`config.mk`:
```
export PLATFORM = sky130hd
export DESIGN_NAME = stc_sensor_sequencer
export DESIGN_NICKNAME = d
export VERILOG_FILES = /design/src/rtl/stc_pkg.sv /design/src/rtl/stc_period_timer.sv /design/src/rtl/stc_point_pick.sv /design/src/rtl/stc_extract.sv /design/src/rtl/stc_sensor_sequencer.sv
export SDC_FILE = /design/constraint.sdc
export NUM_CORES = 1
export LEC_CHECK = 0
export CORE_MARGIN = 2
export CORE_UTILIZATION = 40
export CTS_CLUSTER_SIZE = 28
export DETAILED_ROUTE_END_ITERATION = 7
export PLACE_DENSITY_LB_ADDON = 0.15
export SYNTH_ARGS = -nofsm -noshare
export SYNTH_HDL_FRONTEND = slang
export SYNTH_SLANG_ARGS = --single-unit
```
`constraint.sdc`:
```
create_clock -name clk -period 9.9 [get_ports clk]
set_input_delay 2.97 -clock clk [delete_from_list [all_inputs] [get_ports clk]]
set_output_delay 2.97 -clock clk [all_outputs]
set_load 0.005 [all_outputs]
```
`src/rtl/stc_pkg.sv`:
```
package stc_pkg;
   typedef enum logic [2:0] {
      ST_IDLE, ST_PNP, ST_MUX, ST_EN, ST_RD, ST_WAIT
   } stc_state_e;

   localparam logic [4:0] CA_UNIT  = 5'd0;
   localparam logic [4:0] CA_INTV  = 5'd1;
   localparam logic [4:0] CA_MASK  = 5'd2;
   localparam logic [4:0] CA_WCTL  = 5'd3;
   localparam logic [4:0] CA_PNPA  = 5'd4;
   localparam logic [4:0] CA_MUXA  = 5'd5;
   localparam logic [4:0] CA_MUXV  = 5'd6;
   localparam logic [4:0] CA_ENA   = 5'd7;
   localparam logic [4:0] CA_ENV   = 5'd8;
   localparam logic [4:0] CA_VLDA  = 5'd9;
   localparam logic [4:0] CA_VLDM  = 5'd10;
   localparam logic [4:0] CA_SHFT  = 5'd11;
   localparam logic [4:0] CA_POLL  = 5'd12;
   localparam logic [4:0] CA_TMO   = 5'd13;
   localparam int unsigned CA_CODE0 = 16;
endpackage

```
`src/rtl/stc_period_timer.sv`:
```
module stc_period_timer #(
   parameter int unsigned UNIT_W = 10,
   parameter int unsigned PRE_W  = 8
) (
   input  logic              clk,
   input  logic              rst_n,
   input  logic              restart,
   input  logic [UNIT_W-1:0] unit,
   input  logic [UNIT_W-1:0] intv,
   output logic              tick
);
   localparam int unsigned CW = 2*UNIT_W + PRE_W;

   logic [UNIT_W-1:0] u_eff, v_eff;
   logic [CW-1:0]     prod, limit, cnt;

   assign u_eff = (unit == '0) ? UNIT_W'(1) : unit;
   assign v_eff = (intv == '0) ? UNIT_W'(1) : intv;
   assign prod  = CW'(u_eff) * CW'(v_eff);
   assign limit = (prod << PRE_W) - CW'(1);
   assign tick  = (cnt == limit);

   always_ff @(posedge clk or negedge rst_n) begin
      if (!rst_n)             cnt <= '0;
      else if (restart)       cnt <= '0;
      else if (cnt >= limit)  cnt <= '0;
      else                    cnt <= cnt + CW'(1);
   end
endmodule

```
`src/rtl/stc_point_pick.sv`:
```
module stc_point_pick #(
   parameter int unsigned NPTS  = 4,
   parameter int unsigned IDX_W = 2
) (
   input  logic [NPTS-1:0] mask,
   input  logic [IDX_W:0]  from,
   output logic            found,
   output logic [IDX_W-1:0] idx
);
   always_comb begin
      found = 1'b0;
      idx   = '0;
      for (int i = NPTS-1; i >= 0; i--) begin
         if (mask[i] && (i >= int'(from))) begin
            found = 1'b1;
            idx   = IDX_W'(i);
         end
      end
   end
endmodule

```
`src/rtl/stc_extract.sv`:
```
module stc_extract #(
   parameter int unsigned DW    = 32,
   parameter int unsigned RES_W = 12
) (
   input  logic [DW-1:0]    word,
   input  logic [5:0]       vmask,
   input  logic [4:0]       shift,
   output logic             valid,
   output logic [RES_W-1:0] res
);
   logic [DW-1:0] shifted;

   assign shifted = word >> shift;
   assign valid   = (word[vmask[4:0]] == vmask[5]);

   if (RES_W == DW) begin : g_full
      assign res = shifted;
   end else begin : g_trunc
      assign res = shifted[RES_W-1:0];
   end
endmodule

```
`src/rtl/stc_sensor_sequencer.sv`:
```
module stc_sensor_sequencer
   import stc_pkg::*;
#(
   parameter int unsigned NPTS   = 4,
   parameter int unsigned AW     = 32,
   parameter int unsigned DW     = 32,
   parameter int unsigned RES_W  = 12,
   parameter int unsigned CODE_W = 5,
   parameter int unsigned CNT_W  = 16,
   parameter int unsigned UNIT_W = 10
) (
   input  logic                  clk,
   input  logic                  rst_n,
   input  logic                  cfg_we,
   input  logic [4:0]            cfg_addr,
   input  logic [31:0]           cfg_wdata,
   output logic                  bus_req,
   output logic                  bus_we,
   output logic [AW-1:0]         bus_addr,
   output logic [DW-1:0]         bus_wdata,
   input  logic                  bus_ack,
   input  logic [DW-1:0]         bus_rdata,
   output logic [NPTS*RES_W-1:0] res_data,
   output logic [NPTS-1:0]       res_upd,
   output logic [NPTS-1:0]       res_err
);
   localparam int unsigned IDX_W = (NPTS > 1) ? $clog2(NPTS) : 1;

   if (NPTS < 1 || NPTS > 16) begin : g_bad_npts
      $error("NPTS must be 1..16");
   end
   if (AW > 32 || DW > 32 || CNT_W > 32 || UNIT_W > 32) begin : g_bad_width
      $error("bus and counter widths are limited to the 32-bit config word");
   end
   if (RES_W > DW || CODE_W > DW) begin : g_bad_res
      $error("result and code widths must fit the bus data width");
   end

   // configuration
   logic [UNIT_W-1:0] r_unit, r_intv;
   logic [NPTS-1:0]   r_mask;
   logic [1:0]        r_wctl;
   logic [AW-1:0]     r_pnpa, r_muxa, r_ena, r_vlda;
   logic [DW-1:0]     r_muxv, r_env;
   logic [5:0]        r_vldm;
   logic [4:0]        r_shift;
   logic [CNT_W-1:0]  r_poll, r_tmo;
   logic [CODE_W-1:0] r_code [NPTS];
   logic              cfg_unused;

   assign cfg_unused = ^cfg_wdata;

   always_ff @(posedge clk or negedge rst_n) begin
      if (!rst_n) begin
         r_unit <= '0; r_intv <= '0; r_mask <= '0; r_wctl <= '0;
         r_pnpa <= '0; r_muxa <= '0; r_ena <= '0; r_vlda <= '0;
         r_muxv <= '0; r_env <= '0; r_vldm <= 6'h20; r_shift <= '0;
         r_poll <= '0; r_tmo <= '1;
         for (int i = 0; i < NPTS; i++) r_code[i] <= '0;
      end else if (cfg_we) begin
         case (cfg_addr)
            CA_UNIT: r_unit  <= cfg_wdata[UNIT_W-1:0];
            CA_INTV: r_intv  <= cfg_wdata[UNIT_W-1:0];
            CA_MASK: r_mask  <= cfg_wdata[NPTS-1:0];
            CA_WCTL: r_wctl  <= cfg_wdata[1:0];
            CA_PNPA: r_pnpa  <= cfg_wdata[AW-1:0];
            CA_MUXA: r_muxa  <= cfg_wdata[AW-1:0];
            CA_MUXV: r_muxv  <= cfg_wdata[DW-1:0];
            CA_ENA:  r_ena   <= cfg_wdata[AW-1:0];
            CA_ENV:  r_env   <= cfg_wdata[DW-1:0];
            CA_VLDA: r_vlda  <= cfg_wdata[AW-1:0];
            CA_VLDM: r_vldm  <= cfg_wdata[5:0];
            CA_SHFT: r_shift <= cfg_wdata[4:0];
            CA_POLL: r_poll  <= cfg_wdata[CNT_W-1:0];
            CA_TMO:  r_tmo   <= cfg_wdata[CNT_W-1:0];
            default: ;
         endcase
         for (int i = 0; i < NPTS; i++)
            if (cfg_addr == 5'(CA_CODE0 + i)) r_code[i] <= cfg_wdata[CODE_W-1:0];
      end
   end

   // period timer
   logic tick;
   stc_period_timer #(.UNIT_W(UNIT_W), .PRE_W(8)) i_timer (
      .clk(clk), .rst_n(rst_n),
      .restart(cfg_we && (cfg_addr == CA_UNIT || cfg_addr == CA_INTV)),
      .unit(r_unit), .intv(r_intv), .tick(tick)
   );

   // sequencing state
   stc_state_e       state;
   logic [IDX_W-1:0] cur;
   logic [CNT_W-1:0] poll_cnt, tmo_cnt;
   logic [RES_W-1:0] res_q [NPTS];

   logic [IDX_W:0]   pk_from;
   logic             pk_found;
   logic [IDX_W-1:0] pk_idx;
   assign pk_from = (state == ST_IDLE) ? '0 : ((IDX_W+1)'(cur) + 1'b1);

   stc_point_pick #(.NPTS(NPTS), .IDX_W(IDX_W)) i_pick (
      .mask(r_mask), .from(pk_from), .found(pk_found), .idx(pk_idx)
   );

   logic             ex_valid;
   logic [RES_W-1:0] ex_res;
   stc_extract #(.DW(DW), .RES_W(RES_W)) i_extract (
      .word(bus_rdata), .vmask(r_vldm), .shift(r_shift),
      .valid(ex_valid), .res(ex_res)
   );

   stc_state_e first_st;
   logic       timed_out;
   assign first_st  = r_wctl[0] ? ST_PNP : (r_wctl[1] ? ST_MUX : ST_EN);
   assign timed_out = (tmo_cnt >= r_tmo);

   always_ff @(posedge clk or negedge rst_n) begin
      if (!rst_n) begin
         state <= ST_IDLE; cur <= '0; poll_cnt <= '0; tmo_cnt <= '0;
         res_upd <= '0; res_err <= '0;
         for (int i = 0; i < NPTS; i++) res_q[i] <= '0;
      end else begin
         res_upd <= '0;
         if (state == ST_RD || state == ST_WAIT)
            if (tmo_cnt != '1) tmo_cnt <= tmo_cnt + 1'b1;
         case (state)
            ST_IDLE: if (tick && pk_found) begin
               cur   <= pk_idx;
               state <= first_st;
            end
            ST_PNP: if (bus_ack) state <= r_wctl[1] ? ST_MUX : ST_EN;
            ST_MUX: if (bus_ack) state <= ST_EN;
            ST_EN:  if (bus_ack) begin
               state   <= ST_RD;
               tmo_cnt <= '0;
            end
            ST_RD: if (bus_ack) begin
               if (ex_valid) begin
                  res_q[cur]   <= ex_res;
                  res_upd[cur] <= 1'b1;
                  res_err[cur] <= 1'b0;
               end else if (timed_out) begin
                  res_err[cur] <= 1'b1;
               end
               if (ex_valid || timed_out) begin
                  if (pk_found) begin
                     cur   <= pk_idx;
                     state <= first_st;
                  end else begin
                     state <= ST_IDLE;
                  end
               end else begin
                  state    <= ST_WAIT;
                  poll_cnt <= CNT_W'(1);
               end
            end
            ST_WAIT: begin
               if (poll_cnt >= r_poll) state <= ST_RD;
               else                    poll_cnt <= poll_cnt + 1'b1;
            end
            default: state <= ST_IDLE;
         endcase
      end
   end

   // bus drive
   always_comb begin
      bus_req   = 1'b1;
      bus_we    = 1'b1;
      bus_addr  = '0;
      bus_wdata = '0;
      case (state)
         ST_PNP: begin bus_addr = r_pnpa; bus_wdata = DW'(r_code[cur]); end
         ST_MUX: begin bus_addr = r_muxa; bus_wdata = r_muxv; end
         ST_EN:  begin bus_addr = r_ena;  bus_wdata = r_env;  end
         ST_RD:  begin bus_addr = r_vlda; bus_we = 1'b0; end
         default: begin bus_req = 1'b0; bus_we = 1'b0; end
      endcase
   end

   for (genvar g = 0; g < NPTS; g++) begin : g_res
      assign res_data[g*RES_W +: RES_W] = res_q[g];
   end
endmodule

```
==> impl_metrics.csv, run 1 <==
group,metric,value,unit
floorplan,dieArea,61320,um^2
timing,fin_skew,0.04539,ns
clock_network,cts_tree,"built",
pwr,peakVddDrop,0.0001627,V
layout,diodes,0,
floorplan,fp.dieH,247.6,um
clock_network,root_buffer,"clkbuf_16",
clock_network,cts.repair.resized,0,
pwr,finalPower,6.978,mW
placement,place_congestion,0.8871,
global_route,antenna_found_initial,2,
timing,whs,0.4814,ns
layout,finalNonFillerCells,3020,
timing,clock.fmax,109.4,MHz
status,run_status,"finished, final reports clean",
layout,area_delta_synth_final,17.55,%
synth,synth_cells,2080,
synth,syn_nets,2330,
synth,synth_async_sr_flop_share,100.0,%
placement,io_buffers,194,
synth,synth_edf_count,0,
setup_path,critPathTopFamily,"adder cells",
layout,final_cell_mix,"dfrtp_1 (385), mux2_2 (281), clkdlybuf4s50_1 (193)",
floorplan,die_w,247.6,um
detailed_routing,wl_per_cell,20.13,um
setup_path,slowest_stage,"fa_1",
timing,rsz0062_at_grt,"no",
pwr,p_leak,12.86,nW
clock_network,cts_made_buffers,47,
clock_network,cts_hold_buf,0,
clock_network,htree_levels,2,
synth,yosys_most_used_dff,"dfrtp_1",
detailed_routing,via_per_inst,5.448,
flow_run,cap_violations,0,
detailed_routing,drt-initial-drc-count,820,
floorplan,coreArea,58800,um^2
clock_network,cts_sinks,402,
placement,post-dp-hpwl,41650,um
global_route,grtUsageTotal,20.21,%
timing,hold_viol,0,
setup_path,critPathKind,"flop to flop",
layout,nets,2460,
worst_hold_path,hold_path.class,"flop to flop",
placement,dp.cells,2934,
detailed_routing,routed_wl,60790,um
detailed_routing,ant_nets,0,
global_route,grt-ovfl-total,0,
layout,drive_above_1_share,20.38,%
setup_path,crit_path_max_fanout,12,
setup_path,path_buf_inv,3,
timing,period_minus_slack,9.139,ns
layout,fillers,5330,
timing,drv_slew,0,
synth,syn_avg_cell_area,11.41,um^2
detailed_routing,via_count,16453,
setup_path,start_kind,"flop",
timing,slew_headroom,19.22,%
timing,fin_tns_setup,0,ns
clock_network,cts.reportedPaths.clkPinSlew,0.06,ns
floorplan,rows,89,
layout,final_common_cell,"dfrtp_1",
setup_path,cp_slowest_stage_delay,0.55,ns
detailed_routing,first_pass_iters,5,
synth,synth-seq-area-share,42.46,%
setup_path,crit_top_cell,"fa_1",
timing,worst_slew_pin_slew,1.212,ns
setup_path,crit_path_end_kind,"flop",
clock_network,clockBufferDepth,3,
setup_path,critPathRequiredTime,10.36,ns
timing,setup-violations-final,0,
global_route,grt_pass1_wl,97190,um
floorplan,num_io_pins,195,
clock_network,postCtsSetupBuffers,0,
global_route,grt_pass1_vias,16990,
synth,synth_cell_types,78,
timing,finalCritPeriodShare,92.31,%
synth,yosys_register_bits,402,
pwr,power_density,250.0,nW/um^2
detailed_routing,drc,0,
floorplan,initial_core_util,40.38,%
global_route,grt_max_degree,173,
clock_network,clkLatencyLatePin,0.59,ns
synth,synth_area,23740,um^2
setup_path,crit_arrival,9.60,ns
synth,yosysWarnings,0,
per-layer routing:
layer | global-route usage, % | wire length [um]
met5 | 0 | 24
met4 | 4.174 | 937
met3 | 3.979 | 2958
met2 | 34.20 | 29510
met1 | 26.94 | 27360
through the flow:
| step | util, % | area, um^2 | worst slack [ns] |
|---|---|---|---|
| 6_report | 47.46 | 27910 | 0.7611 |
| 5_1_grt | 47.46 | 27910 | 0.1693 |
| 4_1_cts | 47.46 | 27910 | 0.7814 |
| 3_5_place_dp | 44.69 | 26280 | 0.7869 |
| 3_3_place_gp | 44.69 | 26280 | 1.033 |
| 2_1_floorplan | - | 23740 | 1.871 |
power by group:
group          switching [mW]  internal (mW)  total [mW]
Clock                   0.718           1.08        1.80
Combinational            1.53           1.39        2.92
Sequential              0.285           1.97        2.26
Total                    2.53           4.45        6.98
kinds of logic (layout without fill, tap and decap cells):
logic type / after synthesis / count (layout) / synth area share (%)
and+or+nand+nor: 510 / 510 / 10.68
DFF: 402 / 402 / 42.46
muxes: 380 / 380 / 19.41
AOI/OAI and AO/OA: 295 / 295 / 9.118
buffers and inverters: 234 / 401 / 3.926
adders and majority gates: 177 / 177 / 11.29
xor gates and xnor gates: 82 / 82 / 3.115
cells in the mapped netlist, types with 9 or more instances:
cell,number,share of area [%]
a211oi_1,10,0.32
a21o_1,19,0.60
a21oi_1,46,0.97
a221o_1,33,1.4
a22o_1,60,2.2
a31oi_1,9,0.24
and2_1,54,1.4
and3_1,20,0.53
buf_1,22,0.35
buf_2,12,0.25
clkbuf_1,86,1.4
dfrtp_1,385,41
dfstp_2,17,1.9
fa_1,62,5.2
ha_1,115,6.1
inv_1,108,1.7
mux2_1,32,1.5
mux2_2,281,13
mux2i_1,34,1.4
mux4_2,33,3.1
nand2_1,131,2.1
nand2b_1,16,0.42
nand3_1,42,0.89
nand4_1,20,0.53
nor2_1,134,2.1
nor2b_1,31,0.82
nor3_1,22,0.46
o21a_1,9,0.28
o21ai_0,64,1.3
xnor2_1,32,1.2
xor2_1,48,1.8
final timing paths:
check | start | endpoint | slack (ns) | cells after the start
hold reg to reg | i_timer.cnt[0] | i_timer.cnt[0] | 0.48 | 1
max in group asynchronous | rst_n | r_muxv[18] | 6.02 | 2
hold / removal | i_timer.cnt[0] | i_timer.cnt[0] | 0.48 | 1
setup / recovery | r_unit[7] | state[0] | 0.76 | 29
setup reg to reg | r_unit[7] | state[0] | 0.76 | 29
min in group asynchronous | rst_n | res_data[1] | 2.37 | 1
area by class of cell:
class	instances	area [um^2]	share of cell area, %
sequential	402	10080	36.13
clock buffer	61	1330	4.766
tap	773	967.2	3.466
multi-input combinational	1444	12770	45.76
inverter	108	405.4	1.453
clock inverter	25	296.5	1.063
timing repair buffer	207	2057	7.371
registers in the layout (all words and copies together), names as in the netlist, 20 cells and up, named ones only:
signal	flops
res_data	48
r_ena	32
r_env	32
r_muxa	32
r_muxv	32
r_pnpa	32
r_vlda	32
i_timer.cnt	28
r_code	20
Power figures use the tool's default switching activity.
==> run 2, diff against run 1 <==
--- a/config.mk
+++ b/config.mk
@@ -5,6 +5,7 @@
 export SDC_FILE = /design/constraint.sdc
 export NUM_CORES = 1
 export LEC_CHECK = 0
+export ABC_AREA = 0
 export CORE_MARGIN = 2
 export CORE_UTILIZATION = 40
 export CTS_CLUSTER_SIZE = 28
==> constraint.sdc (replaced) <==
create_clock -name clk -period 8.8 [get_ports clk]
set_input_delay 2.64 -clock clk [delete_from_list [all_inputs] [get_ports clk]]
set_output_delay 2.64 -clock clk [all_outputs]
set_load 0.005 [all_outputs]
==> impl_metrics.csv, run 2 (same netlist as run 1, synthesis figures left out) <==
group,metric,value,unit
detailed_routing,via_count,16453,
worst_hold_path,min_path_cells,1,
layout,final_cell_mix,"dfrtp_1 (383), mux2_2 (281), clkdlybuf4s50_1 (193)",
setup_path,reg2regPathDepth,30,
clock_network,cts_tree,"built",
setup_path,r2r_setup_slack,0.45,ns
layout,largest_register_ffs,48,
setup_path,rr_endpoint,"state[0]",
floorplan,die_w,247.6,um
detailed_routing,via_per_inst,5.430,
timing,drv_slew,0,
layout,stdcell_area,27920,um^2
detailed_routing,drc,0,
setup_path,crit_path_end_kind,"flop",
timing,rsz0062_at_grt,"no",
global_route,grt_pass1_wl,96410,um
clock_network,cts_hold_buf,0,
floorplan,num_io_pins,195,
timing,clock.fmax,119.8,MHz
floorplan,initial_core_util,40.38,%
layout,nets,2469,
floorplan,dieArea,61320,um^2
floorplan,rows,89,
setup_path,crit_arrival,8.81,ns
layout,final_common_cell,"dfrtp_1",
clock_network,root_buffer,"clkbuf_16",
detailed_routing,wl_per_cell,20.03,um
clock_network,cts_made_buffers,46,
pwr,power_density,279.1,nW/um^2
placement,post-place-ws,0.1828,ns
clock_network,htree_levels,2,
global_route,grt-ovfl-total,0,
pwr,peakVddDrop,0.0001841,V
detailed_routing,first_pass_iters,4,
placement,place_congestion,0.8723,
flow_run,cap_violations,0,
detailed_routing,routed_wl,60690,um
clock_network,clockBufferDepth,3,
placement,place_area,26350,um^2
setup_path,crit_path_max_fanout,9,
timing,fin_skew,0.02558,ns
timing,finalCritPeriodShare,94.83,%
detailed_routing,drt-initial-drc-count,903,
setup_path,rr_startpoint,"r_unit[7]",
worst_hold_path,min_to,"res_data[27]",
pwr,p_leak,12.87,nW
setup_path,startpoint,"r_unit[7]",
floorplan,coreArea,58800,um^2
global_route,antenna_found_initial,5,
setup_path,start_kind,"flop",
worst_hold_path,hp-start,"res_data[27]",
clock_network,clkLatencyLatePin,0.59,ns
timing,setup_ws,0.4549,ns
setup_path,critPathKind,"flop to flop",
layout,drive_above_1_share,20.61,%
timing,setup-violations-final,0,
worst_hold_path,hold_path.class,"flop to flop",
placement,io_buffers,194,
status,run_status,"finished, final reports clean",
timing,slew_headroom,18.80,%
layout,finalNonFillerCells,3030,
placement,dp.cells,2942,
clock_network,cts_sinks,402,
timing,period_minus_slack,8.345,ns
setup_path,critPathRequiredTime,9.26,ns
detailed_routing,ant_nets,0,
global_route,grt_max_degree,181,
layout,area_delta_synth_final,17.60,%
floorplan,fp.dieH,247.6,um
timing,hold_viol,0,
timing,whs,0.4841,ns
placement,post-dp-hpwl,41980,um
pwr,finalPower,7.793,mW
timing,fin_tns_setup,0,ns
layout,post-route-util,47.48,%
setup_path,cp_slowest_stage_delay,0.54,ns
setup_path,crit_top_cell,"fa_1",
global_route,grtUsageTotal,20.02,%
timing,worst_slew_pin_slew,1.218,ns
setup_path,slowest_stage,"fa_1",
global_route,grt_pass1_vias,16813,
layout,fillers,5414,
clock_network,cts.reportedPaths.clkPinSlew,0.06,ns
## run 2: cell count changes in the layout (fill, tap and decap cells not counted), sizes merged
cell,change
diode,+1
inv,-1
buf,+10
bufinv,-4
clkinv,-7
clkbuf,+13
clkinvlp,-2
## run 2: area by class of cell
type / count / area, um^2 / area share (%)
flip-flops and latches: 402 / 10080 / 36.12
multi-input cells: 1444 / 12790 / 45.81
well taps: 773 / 967.2 / 3.464
repair buffers: 217 / 2145 / 7.682
clock buffers: 74 / 1418 / 5.078
clock inverters: 11 / 107.6 / 0.3854
inverters: 108 / 405.4 / 1.452
diodes: 1 / 2.502 / 0.008963
## run 2: report_power, final
part,switching (mW),internal [mW]
Sequential,0.314,2.22
Clock,0.773,1.13
Combinational,1.75,1.60
Total,2.84,4.95
## run 2: worst max-delay path by stage
stage,cells after the start,to,slack (ns)
2_1_floorplan,31,state[1],0.77
3_3_place_gp,29,state[0],0.42
3_5_place_dp,29,state[0],0.18
4_1_cts,29,state[0],0.14
5_1_grt,30,state[0],0.01
6_report,30,state[0],0.45
## run 2: critical path: cells and delay by family (launching register included)
kind,cells,cell delay [ns]
adders and majority gates,7,3.23
and+or+nand+nor,11,2.54
AOI/OAI and AO/OA,7,1.54
DFF,1,0.38
buffers and inverters,4,0.29
xor gates and xnor gates,1,0.25
## run 2: what timing repair did
action,CTS,global route
resized for setup,0,7
endpoints found under the setup margin,0,2
buffers inserted,0,2
## run 2: routing by layer
layer | wire [um] | GRT usage (%) | vias to the layer above
met5 | 46 | 0 | -
li1 | - | - | 7643
met3 | 2543 | 3.806 | 80
met1 | 27610 | 26.77 | 8447
met4 | 1321 | 5.248 | 8
met2 | 29180 | 33.35 | 275
==> run 3, diff against run 2 <==
--- a/config.mk
+++ b/config.mk
@@ -11,6 +11,8 @@
 export CTS_CLUSTER_SIZE = 28
 export DETAILED_ROUTE_END_ITERATION = 7
 export PLACE_DENSITY_LB_ADDON = 0.15
+export REMOVE_ABC_BUFFERS = 1
+export SLEW_MARGIN = 20
 export SYNTH_ARGS = -nofsm -noshare
 export SYNTH_HDL_FRONTEND = slang
 export SYNTH_SLANG_ARGS = --single-unit
==> impl_metrics.csv, run 3 (same netlist as run 1, synthesis figures left out) <==
group,metric,value,unit
status,run_status,"finished, final reports clean",
detailed_routing,drt-initial-drc-count,779,
timing,drv_slew,0,
layout,nets,2476,
detailed_routing,wl_per_cell,20.23,um
layout,fillers,5409,
clock_network,root_buffer,"clkbuf_16",
global_route,grt_max_degree,154,
layout,final_common_cell,"dfrtp_1",
layout,largest_register_ffs,48,
global_route,grt_pass1_wl,96720,um
pwr,share_seq_of_total_power,32.6,%
setup_path,crit_top_cell,"fa_1",
timing,clock.fmax,119.8,MHz
pwr,switching_share,36.59,%
layout,stdcell_area,27900,um^2
timing,rsz0062_at_grt,"no",
global_route,antenna_found_initial,7,
floorplan,rows,89,
timing,setup-violations-final,0,
placement,place_area,26410,um^2
timing,finalCritPeriodShare,94.88,%
setup_path,crit_path_max_fanout,10,
layout,seqCellArea,10080,um^2
clock_network,clockBufferDepth,3,
setup_path,crit_arrival,8.79,ns
pwr,p_leak,12.87,nW
layout,final_cell_mix,"dfrtp_1 (385), mux2_2 (281), clkdlybuf4s50_1 (191)",
setup_path,critPathKind,"flop to flop",
pwr,pwr-share-clk,24.1,%
layout,diodes,0,
setup_path,slowest_stage,"fa_1",
floorplan,num_io_pins,195,
clock_network,cts_sinks,402,
placement,post-place-ws,0.1344,ns
timing,worst_slew_pin_slew,1.058,ns
global_route,grt_pass1_vias,17139,
pwr,finalPower,7.714,mW
clock_network,cts_tree,"built",
setup_path,crit_path_end_kind,"flop",
timing,fin_skew,0.04595,ns
clock_network,cts_made_buffers,45,
setup_path,cp_slowest_stage_delay,0.55,ns
global_route,grt-ovfl-total,0,
layout,post-route-util,47.45,%
timing,slew_headroom,29.20,%
worst_hold_path,hold_path.class,"flop to flop",
timing,fin_tns_setup,0,ns
pwr,p_int,4.892,mW
layout,finalNonFillerCells,3030,
placement,io_buffers,194,
floorplan,initial_core_util,40.38,%
setup_path,r2r_setup_slack,0.45,ns
setup_path,start_kind,"flop",
setup_path,reg2regPathDepth,29,
timing,period_minus_slack,8.350,ns
placement,post-dp-hpwl,42080,um
clock_network,cts.reportedPaths.clkPinSlew,0.07,ns
worst_hold_path,hp-start,"res_data[5]",
floorplan,fp.dieH,247.6,um
worst_hold_path,min_path_cells,1,
floorplan,dieArea,61320,um^2
setup_path,critPathRequiredTime,9.24,ns
pwr,comb_power_share,43.3,%
global_route,grtUsageTotal,20.24,%
detailed_routing,ant_nets,0,
worst_hold_path,min_to,"res_data[5]",
placement,dp.cells,2950,
flow_run,cap_violations,0,
clock_network,cts_hold_buf,0,
pwr,power_switching,2.822,mW
placement,place_congestion,0.8520,
setup_path,rr_startpoint,"r_unit[7]",
floorplan,die_w,247.6,um
layout,area_delta_synth_final,17.51,%
clock_network,htree_levels,2,
detailed_routing,routed_wl,61310,um
floorplan,coreArea,58800,um^2
detailed_routing,via_per_inst,5.432,
timing,hold_viol,0,
clock_network,clkLatencyLatePin,0.59,ns
timing,setup_ws,0.4504,ns
pwr,power_density,276.5,nW/um^2
detailed_routing,via_count,16459,
layout,multi_input_area,12790,um^2
timing,whs,0.4836,ns
pwr,peakVddDrop,0.0001381,V
detailed_routing,first_pass_iters,5,
layout,drive_above_1_share,20.74,%
setup_path,rr_endpoint,"state[0]",
detailed_routing,drc,0,
## run 3: power groups by stage
stage	combinational, mW	clock [mW]	sequential [mW]
3_5_place_dp	3.32	0	2.55
3_3_place_gp	3.28	0	2.53
5_1_grt	3.73	1.98	2.57
4_1_cts	3.35	1.90	2.51
2_1_floorplan	2.14	0	2.50
6_report	3.34	1.86	2.52
## run 3: layer usage
layer / share of wire [%] / wire, um / track usage [%] / up-vias
met5: 0.072 / 44 / 0 / -
met4: 3.2 / 1957 / 7.221 / 6
met3: 5.0 / 3082 / 4.077 / 105
met2: 48 / 29350 / 33.71 / 297
met1: 44 / 26870 / 26.17 / 8402
li1: - / - / - / 7649
## run 3: worst max path at each step
stage                    from               to  slack, ns  cells past startpoint
global placement    r_unit[7]         state[0]       0.43                     29
detailed placement  r_unit[7]         state[0]       0.13                     29
global route        r_unit[7]         state[0]      0.009                     29
floorplan           r_unit[7]  i_timer.cnt[10]       0.64                     25
CTS                 r_unit[7]         state[0]       0.06                     29
finish              r_unit[7]         state[0]       0.45                     29
## run 3: cell type report
class / count / share of cell area [%]
clock inverter: 15 / 0.6279
tap: 773 / 3.467
clock buffer: 63 / 4.602
multi-input combinational: 1444 / 45.85
inverter: 108 / 1.453
sequential: 402 / 36.13
timing repair buffer: 225 / 7.867
## run 3: worst max-delay path, delay by kind of cell (launching register included)
family                     cells  cell delay, ns
xor gates and xnor gates       1            0.25
and+or+nand+nor               12            2.51
DFF                            1            0.37
adders and majority gates      7            3.34
buffers and inverters          3            0.15
AOI/OAI and AO/OA              6            1.56
## run 3: repair_timing
item / CTS / global route
gates resized for setup: 0 / 3
endpoints found under the hold margin: 0 / 0
setup buffers: 0 / 1
endpoints found under the setup margin: 0 / 2
